File: config.mk
export PLATFORM = sky130hd
export DESIGN_NAME = acc_core
export DESIGN_NICKNAME = d
export VERILOG_FILES = /design/src/rtl/acc_core_pkg.sv /design/src/rtl/acc_core_seq.sv /design/src/rtl/acc_core_alu.sv /design/src/rtl/acc_core_mem.sv /design/src/rtl/acc_core.sv
export SDC_FILE = /design/constraint.sdc
export NUM_CORES = 1
export LEC_CHECK = 0
export ABC_AREA = 0
export BUFFER_PORTS_ARGS = -buffer_cell sky130_fd_sc_hd__buf_2
export CAP_MARGIN = 20
export CORE_ASPECT_RATIO = 0.5
export CORE_UTILIZATION = 45
export CTS_CLUSTER_DIAMETER = 120
export DETAILED_ROUTE_END_ITERATION = 6
export PLACE_DENSITY = 0.69
export SKIP_LAST_GASP = 1
export SLEW_MARGIN = 20
export SYNTH_ARGS = -nofsm -noshare
export SYNTH_HDL_FRONTEND = slang
export SYNTH_SLANG_ARGS = --single-unit
export TNS_END_PERCENT = 30
File: constraint.sdc
create_clock -name clk -period 3.1 [get_ports clk]
set_input_delay 0.465 -clock clk [delete_from_list [all_inputs] [get_ports clk]]
set_output_delay 0.465 -clock clk [all_outputs]
set_load 0.01 [all_outputs]
File: src/rtl/acc_core_pkg.sv
package acc_core_pkg;

  localparam int OP_W = 3;

  typedef enum logic [OP_W-1:0] {
    OP_LDA = 3'd0,
    OP_STA = 3'd1,
    OP_ADD = 3'd2,
    OP_CMP = 3'd3,
    OP_BNN = 3'd4,
    OP_SHL = 3'd5,
    OP_SHR = 3'd6,
    OP_HLT = 3'd7
  } opcode_e;

  typedef enum logic [2:0] {
    PH_MAR_PC = 3'd0,
    PH_IR_LD  = 3'd1,
    PH_PC_INC = 3'd2,
    PH_MAR_OP = 3'd3,
    PH_LAT1   = 3'd4,
    PH_LAT2   = 3'd5,
    PH_EXEC   = 3'd6,
    PH_IDLE   = 3'd7
  } phase_e;

endpackage

File: src/rtl/acc_core_seq.sv
module acc_core_seq
  import acc_core_pkg::*;
(
  input  logic   clk,
  input  logic   rst_n,
  input  logic   step_en,
  output phase_e phase
);

  phase_e ph_q;
  phase_e ph_d;

  // eight-step cycle, wraps from idle back to the first step
  always_comb begin
    ph_d = phase_e'(ph_q + 3'd1);
  end

  always_ff @(posedge clk or negedge rst_n) begin
    if (!rst_n) begin
      ph_q <= PH_MAR_PC;
    end else if (step_en) begin
      ph_q <= ph_d;
    end
  end

  assign phase = ph_q;

endmodule

File: src/rtl/acc_core_alu.sv
module acc_core_alu
  import acc_core_pkg::*;
#(
  parameter int W = 8
) (
  input  opcode_e      op,
  input  logic [W-1:0] lat1,
  input  logic [W-1:0] lat2,
  output logic [W-1:0] result,
  output logic         acc_wr
);

  always_comb begin
    result = lat1;
    acc_wr = 1'b1;
    case (op)
      OP_LDA:  result = lat1;
      OP_ADD:  result = lat1 + lat2;
      OP_CMP:  result = ~lat1;
      OP_SHL:  result = {lat1[W-2:0], 1'b0};
      OP_SHR:  result = {lat1[W-1], lat1[W-1:1]};
      default: acc_wr = 1'b0;
    endcase
  end

endmodule

File: src/rtl/acc_core_mem.sv
module acc_core_mem #(
  parameter int W  = 8,
  parameter int AW = 5
) (
  input  logic          clk,
  input  logic          we,
  input  logic [AW-1:0] waddr,
  input  logic [W-1:0]  wdata,
  input  logic [AW-1:0] ra_addr,
  output logic [W-1:0]  ra_data,
  input  logic [AW-1:0] rb_addr,
  output logic [W-1:0]  rb_data
);

  localparam int DEPTH = 1 << AW;

  logic [W-1:0] arr [DEPTH];

  always_ff @(posedge clk) begin
    if (we) begin
      arr[waddr] <= wdata;
    end
  end

  assign ra_data = arr[ra_addr];
  assign rb_data = arr[rb_addr];

endmodule

File: src/rtl/acc_core.sv
module acc_core
  import acc_core_pkg::*;
#(
  parameter int ADDR_W = 5,
  parameter int DATA_W = ADDR_W + OP_W
) (
  input  logic              clk,
  input  logic              rst_n,
  input  logic              load_we,
  input  logic [ADDR_W-1:0] load_addr,
  input  logic [DATA_W-1:0] load_data,
  input  logic [ADDR_W-1:0] rd_addr,
  output logic [DATA_W-1:0] rd_data,
  output logic              halted,
  output logic [DATA_W-1:0] acc
);

  localparam logic [ADDR_W-1:0] HALT_PC = '1;
  localparam int                SIGN_B  = DATA_W - 1;

  // reset synchronizer: assert at once, release after two edges
  logic [1:0] rst_sync_q;
  logic       rst_ns;

  always_ff @(posedge clk or negedge rst_n) begin
    if (!rst_n) begin
      rst_sync_q <= 2'b00;
    end else begin
      rst_sync_q <= {rst_sync_q[0], 1'b1};
    end
  end
  assign rst_ns = rst_sync_q[1];

  // architectural state
  logic [ADDR_W-1:0] pc_q, pc_d, mar_q, mar_d;
  logic [DATA_W-1:0] ir_q, ir_d, lat1_q, lat1_d, lat2_q, lat2_d, acc_q, acc_d;
  logic              halted_q;
  logic              pc_en, mar_en, ir_en, lat1_en, lat2_en, acc_en, halt_en;
  logic              core_we;

  phase_e            phase;
  opcode_e           op;
  logic [DATA_W-1:0] mem_rd;
  logic [DATA_W-1:0] alu_res;
  logic              alu_wr;
  logic              mem_we;
  logic [ADDR_W-1:0] mem_waddr;
  logic [DATA_W-1:0] mem_wdata;

  assign op = opcode_e'(ir_q[DATA_W-1 -: OP_W]);

  acc_core_seq u_seq (
    .clk     (clk),
    .rst_n   (rst_ns),
    .step_en (!halted_q),
    .phase   (phase)
  );

  acc_core_alu #(.W(DATA_W)) u_alu (
    .op     (op),
    .lat1   (lat1_q),
    .lat2   (lat2_q),
    .result (alu_res),
    .acc_wr (alu_wr)
  );

  // load port only reaches memory while the core is held in reset
  assign mem_we    = core_we | (load_we & !rst_ns);
  assign mem_waddr = core_we ? mar_q : load_addr;
  assign mem_wdata = core_we ? acc_q : load_data;

  acc_core_mem #(.W(DATA_W), .AW(ADDR_W)) u_mem (
    .clk     (clk),
    .we      (mem_we),
    .waddr   (mem_waddr),
    .wdata   (mem_wdata),
    .ra_addr (mar_q),
    .ra_data (mem_rd),
    .rb_addr (rd_addr),
    .rb_data (rd_data)
  );

  // next-state and enables
  always_comb begin
    pc_d    = pc_q + 1'b1;
    mar_d   = pc_q;
    ir_d    = mem_rd;
    lat1_d  = mem_rd;
    lat2_d  = acc_q;
    acc_d   = alu_res;
    pc_en   = 1'b0;
    mar_en  = 1'b0;
    ir_en   = 1'b0;
    lat1_en = 1'b0;
    lat2_en = 1'b0;
    acc_en  = 1'b0;
    halt_en = 1'b0;
    core_we = 1'b0;
    if (!halted_q) begin
      case (phase)
        PH_MAR_PC: mar_en  = 1'b1;
        PH_IR_LD:  ir_en   = 1'b1;
        PH_PC_INC: pc_en   = 1'b1;
        PH_MAR_OP: begin
          mar_d  = ir_q[ADDR_W-1:0];
          mar_en = 1'b1;
        end
        PH_LAT1:   lat1_en = 1'b1;
        PH_LAT2:   lat2_en = 1'b1;
        PH_EXEC: begin
          case (op)
            OP_STA: core_we = 1'b1;
            OP_BNN: begin
              pc_d  = ir_q[ADDR_W-1:0];
              pc_en = !acc_q[SIGN_B];
            end
            OP_HLT: begin
              pc_d    = HALT_PC;
              pc_en   = 1'b1;
              halt_en = 1'b1;
            end
            default: acc_en = alu_wr;
          endcase
        end
        default: ;
      endcase
    end
  end

  always_ff @(posedge clk or negedge rst_ns) begin
    if (!rst_ns) begin
      pc_q     <= '0;
      mar_q    <= '0;
      ir_q     <= '0;
      lat1_q   <= '0;
      lat2_q   <= '0;
      acc_q    <= '0;
      halted_q <= 1'b0;
    end else begin
      if (pc_en)   pc_q     <= pc_d;
      if (mar_en)  mar_q    <= mar_d;
      if (ir_en)   ir_q     <= ir_d;
      if (lat1_en) lat1_q   <= lat1_d;
      if (lat2_en) lat2_q   <= lat2_d;
      if (acc_en)  acc_q    <= acc_d;
      if (halt_en) halted_q <= 1'b1;
    end
  end

  assign halted = halted_q;
  assign acc    = acc_q;

  AST_HALT_STICKY: assert property (@(posedge clk) disable iff (!rst_ns)
    halted_q |=> halted_q);
  AST_HALT_PC_TOP: assert property (@(posedge clk) disable iff (!rst_ns)
    halted_q |-> (pc_q == HALT_PC));
  AST_ACC_EXEC_ONLY: assert property (@(posedge clk) disable iff (!rst_ns)
    (phase != PH_EXEC) |=> $stable(acc_q));
  AST_IR_FETCH_ONLY: assert property (@(posedge clk) disable iff (!rst_ns)
    (phase != PH_IR_LD) |=> $stable(ir_q));
  AST_PC_WRAP_STEP: assert property (@(posedge clk) disable iff (!rst_ns)
    (phase == PH_PC_INC && !halted_q) |=> (pc_q == ADDR_W'($past(pc_q) + 1'b1)));

endmodule

==> summary.txt <==
Finish
  – # nets final: 1109
  – Area occupied by multi-input gates: 0.00578 mm2
  – Antenna diode instance count: 0
  – Post-Layout Cell Count: 1527
  – Fin util: 52.9%
  – Storage cell area: 0.00889 mm2
  – Area added between synthesis and finish: 13.6%
  – Fraction of layout instances using a drive strength above 1: 25.4%
  – Number of filler cells placed in the layout: 2541

Global routing
  – Number of global-route vias before repair: 9328
  – Antenna violations before repair: 0
  – Tot GR Track Use: 22.1%
  – Pin count of the biggest net entering global routing: 51
  – Global-route wire length before repair: 57400 um
  – Total congestion overflow: 0

Setup path
  – Critical Path Start Type: register
  – Required @ worst endpoint: 2.63 ns
  – Worst Reg-to-Reg Cells: 9
  – CP arrival: 2.48 ns
  – Register-to-Register Setup Slack: 0.23 ns
  – Worst flop-to-flop path endpoint: u_mem.arr[10][3]
  – Setup CP Type: reg2out
  – Critical Path Fanout Max: 2
  – Worst R2R Start: u_seq.phase[0]
  – Category of the worst setup path capture point: primary output

Yosys
  – Fraction of synthesized cell area taken by the top area cell type: 51.1%
  – Mean cell area of the mapped netlist: 15.0 um2
  – Leading cell type by number of instances after synthesis: sky130_fd_sc_hd__edfxtp_1
  – Post-Syn Instances: 1006
  – Distinct cells, synth: 56
  – Synth Register Bits: 304
  – Fraction of synthesis flops using an asynchronous set or reset pin: 15.8%
  – Post-synth net total: 1041
  – Largest cells by area after synthesis: sky130_fd_sc_hd__edfxtp_1 (51%), sky130_fd_sc_hd__mux4_2 (12%), sky130_fd_sc_hd__mux2i_1 (8.8%), sky130_fd_sc_hd__dfrtp_1 (8.0%), sky130_fd_sc_hd__a22oi_1 (3.3%)
  – Count of flip-flops with a built-in enable after synthesis: 256
  – Yosys warns: 0
  – Netlist area before placement: 0.0150 mm2
  – Main synth FF type: sky130_fd_sc_hd__edfxtp_1
  – Sequential element share of the synthesized area: 59.1%
  – Leading cell types by count after synthesis: sky130_fd_sc_hd__edfxtp_1 (256), sky130_fd_sc_hd__mux2i_1 (133), sky130_fd_sc_hd__mux4_2 (82)
  – Largest area contributor in the synthesized netlist: sky130_fd_sc_hd__edfxtp_1

Clocking
  – Clk Latency, worst-skew pair: 0.56 ns
  – Clk slew on worst S/H paths: 0.07 ns
  – Clock tree from TritonCTS: done
  – CTS sink count: 304
  – CTS H-tree depth: 1
  – CTS max path bufs: 3
  – CTS Root Cell: sky130_fd_sc_hd__clkbuf_16
  – Cts bufs inserted: 28

Min path
  – Path type of the worst min-delay path: in2async

Timing
  – Count of final max-slew check failures: 0
  – Fmax: 340 MHz
  – Final setup violation count: 0
  – Worst relative slew slack: 34.5%
  – Max Clock Skew: 0.0102 ns
  – Actual transition at the worst max-transition pin: 0.974 ns
  – Post-route setup TNS: 0 ns
  – Shortest clock period the worst path allows after layout: 2.94 ns
  – Setup repair after global routing missed its margin: no
  – Hold Vio Cnt, Final: 0
  – Crit share post-route: 95.0%

Pwr
  – Peak ir drop on the vdd network: 468 uV
  – Part of the power in registers: 39.3%
  – Internal power: 8810 uW
  – Relative contribution of combinational cells to total power: 32.2%
  – Switching share of total power: 33.2%
  – Switching component of the power: 4370 uW
  – Power density cells: 772 mW/mm2
  – Static leakage: 0.00590 uW
  – Part of the power in the clock network: 28.4%

Placed design
  – Count of input and output buffers: 37
  – Half-perimeter wire length after detailed placement: 26100 um
  – Placer Congestion: 0.869
  – Total placed cells including tap cells: 1475

Route
  – Via count: 9551
  – DR WL/cell: 24.5 um
  – Iteration-0 DRC count of the detailed router: 1057
  – Drt drc: 0
  – Number of nets still failing antenna checks after routing: 0
  – Post-detailed-route via-to-cell ratio: 6.25
  – Sum of routed wire length over all layers: 37400 um
  – Detailed Routing Iterations Pass 1: 5

Die
  – Area inside the core boundary: 0.0323 mm2
  – Number of core rows: 46
  – I/O pin total: 38
  – Area of the die: 0.0342 mm2
  – Overall die width: 261 um
  – Effective utilization at floorplan: 46.6%
  – Chip height: 131 um

Outcome
  – Outcome: complete, no violations

Flow run
  – Max-cap violation count: 0
==> layer usage <==
metal | share of wire, % | up-vias | GRT usage (%)
met5 | 0 | - | 0
met4 | 1.9 | 0 | 5.20
met3 | 8.0 | 57 | 3.90
met2 | 47 | 469 | 34.8
met1 | 43 | 4867 | 32.0
li1 | - | 4158 | -
==> cell usage in the layout, fill, tap and decap left out, types with 4 or more instances in the layout <==
cell type	instances
sky130_fd_sc_hd__clkbuf_16	30
sky130_fd_sc_hd__mux2_2	31
sky130_fd_sc_hd__nand3_1	6
sky130_fd_sc_hd__o22ai_1	7
sky130_fd_sc_hd__inv_1	16
sky130_fd_sc_hd__mux2i_1	133
sky130_fd_sc_hd__nor3b_1	4
sky130_fd_sc_hd__a31oi_1	10
sky130_fd_sc_hd__nor2_1	53
sky130_fd_sc_hd__mux4_2	82
sky130_fd_sc_hd__buf_2	36
sky130_fd_sc_hd__o21ai_0	19
sky130_fd_sc_hd__a21oi_1	52
sky130_fd_sc_hd__nor4_1	9
sky130_fd_sc_hd__a22oi_1	66
sky130_fd_sc_hd__xnor2_1	8
sky130_fd_sc_hd__edfxtp_1	256
sky130_fd_sc_hd__a21o_1	5
sky130_fd_sc_hd__clkinv_2	7
sky130_fd_sc_hd__buf_4	66
sky130_fd_sc_hd__ha_1	13
sky130_fd_sc_hd__nor2b_1	4
sky130_fd_sc_hd__nand2_1	44
sky130_fd_sc_hd__buf_12	6
sky130_fd_sc_hd__nor3_1	13
sky130_fd_sc_hd__nand2b_1	6
sky130_fd_sc_hd__clkinvlp_4	4
sky130_fd_sc_hd__bufinv_16	5
sky130_fd_sc_hd__dfrtp_1	46
==> how the worst max path moves through the flow <==
stage | start | to | slack (ns) | depth (start not counted)
2_1_floorplan | rd_addr[1] | rd_data[0] | 0.45 | 5
6_report | u_mem.arr[7][3] | rd_data[3] | 0.16 | 4
3_3_place_gp | rd_addr[0] | rd_data[3] | 0.14 | 6
3_5_place_dp | rd_addr[0] | rd_data[2] | 0.14 | 6
4_1_cts | u_mem.arr[7][3] | rd_data[3] | 0.13 | 4
5_1_grt | u_seq.phase[0] | u_mem.arr[10][0] | 0.05 | 9
==> flip-flops by register name, indices dropped and copies added, names as in the netlist <==
signal	cells
ir_q	8
acc	8
u_mem.arr	256
mar_q	5
u_seq.phase	3
lat1_q	8
rst_sync_q	2
halted	1
lat2_q	8
pc_q	5
==> cells by family (layout without fill, tap and decap cells) <==
logic type / count (synthesis) / in the layout / synth area share, %
flip-flops: 304 / 304 / 59.1
AND/OR/NAND/NOR: 160 / 160 / 5.03
multiplexers: 249 / 249 / 23.7
XOR/XNOR: 9 / 9 / 0.524
buffers and inverters: 87 / 176 / 2.59
AO/OA/AOI/OAI: 182 / 182 / 7.88
other: 1 / 1 / 0.0249
adder cells (fa/ha/maj): 14 / 14 / 1.21
==> repair_timing <==
item                      in CTS  in global routing
setup buffers                  0                  0
hold endpoints to repair       2                  0
hold buffers                   1                  0
resized for setup              0                  0
==> through the flow <==
step                      area [um2]  setup WS [ns]  total power (uW)  hold slack [ns]
after floorplan                15000          0.448              8160            0.169
after global placement         16100          0.143              9310            0.252
after detailed placement       16100          0.143              9440            0.253
after CTS                      17100          0.132             13200            0.200
after global routing           17100         0.0518             13800            0.210
final                          17100          0.155             13200            0.223
==> area by class of cell <==
cell class              instances  share of cell area (%)
clock buffers                  35                    4.62
inverters                      16                   0.352
clock inverters                16                    1.26
repair buffers                109                    4.72
well taps                     432                    3.16
flip-flops and latches        304                    52.1
multi-input cells             615                    33.8
==> power by group through the flow <==
stage          sequential (uW)  clock (uW)  combinational, uW
2_1_floorplan             5110           0               3050
3_3_place_gp              5250           0               4050
3_5_place_dp              5270           0               4170
4_1_cts                   5180        3800               4210
5_1_grt                   5230        3960               4600
6_report                  5190        3750               4250
==> worst max-delay path: stages (launching register included) <==
cell and delay [ns]:
sky130_fd_sc_hd__edfxtp_1 0.41, sky130_fd_sc_hd__mux4_2 0.51, sky130_fd_sc_hd__mux4_2 0.52, sky130_fd_sc_hd__mux2_2 0.33, sky130_fd_sc_hd__buf_2 0.16
(Power assumes the default switching activity.)
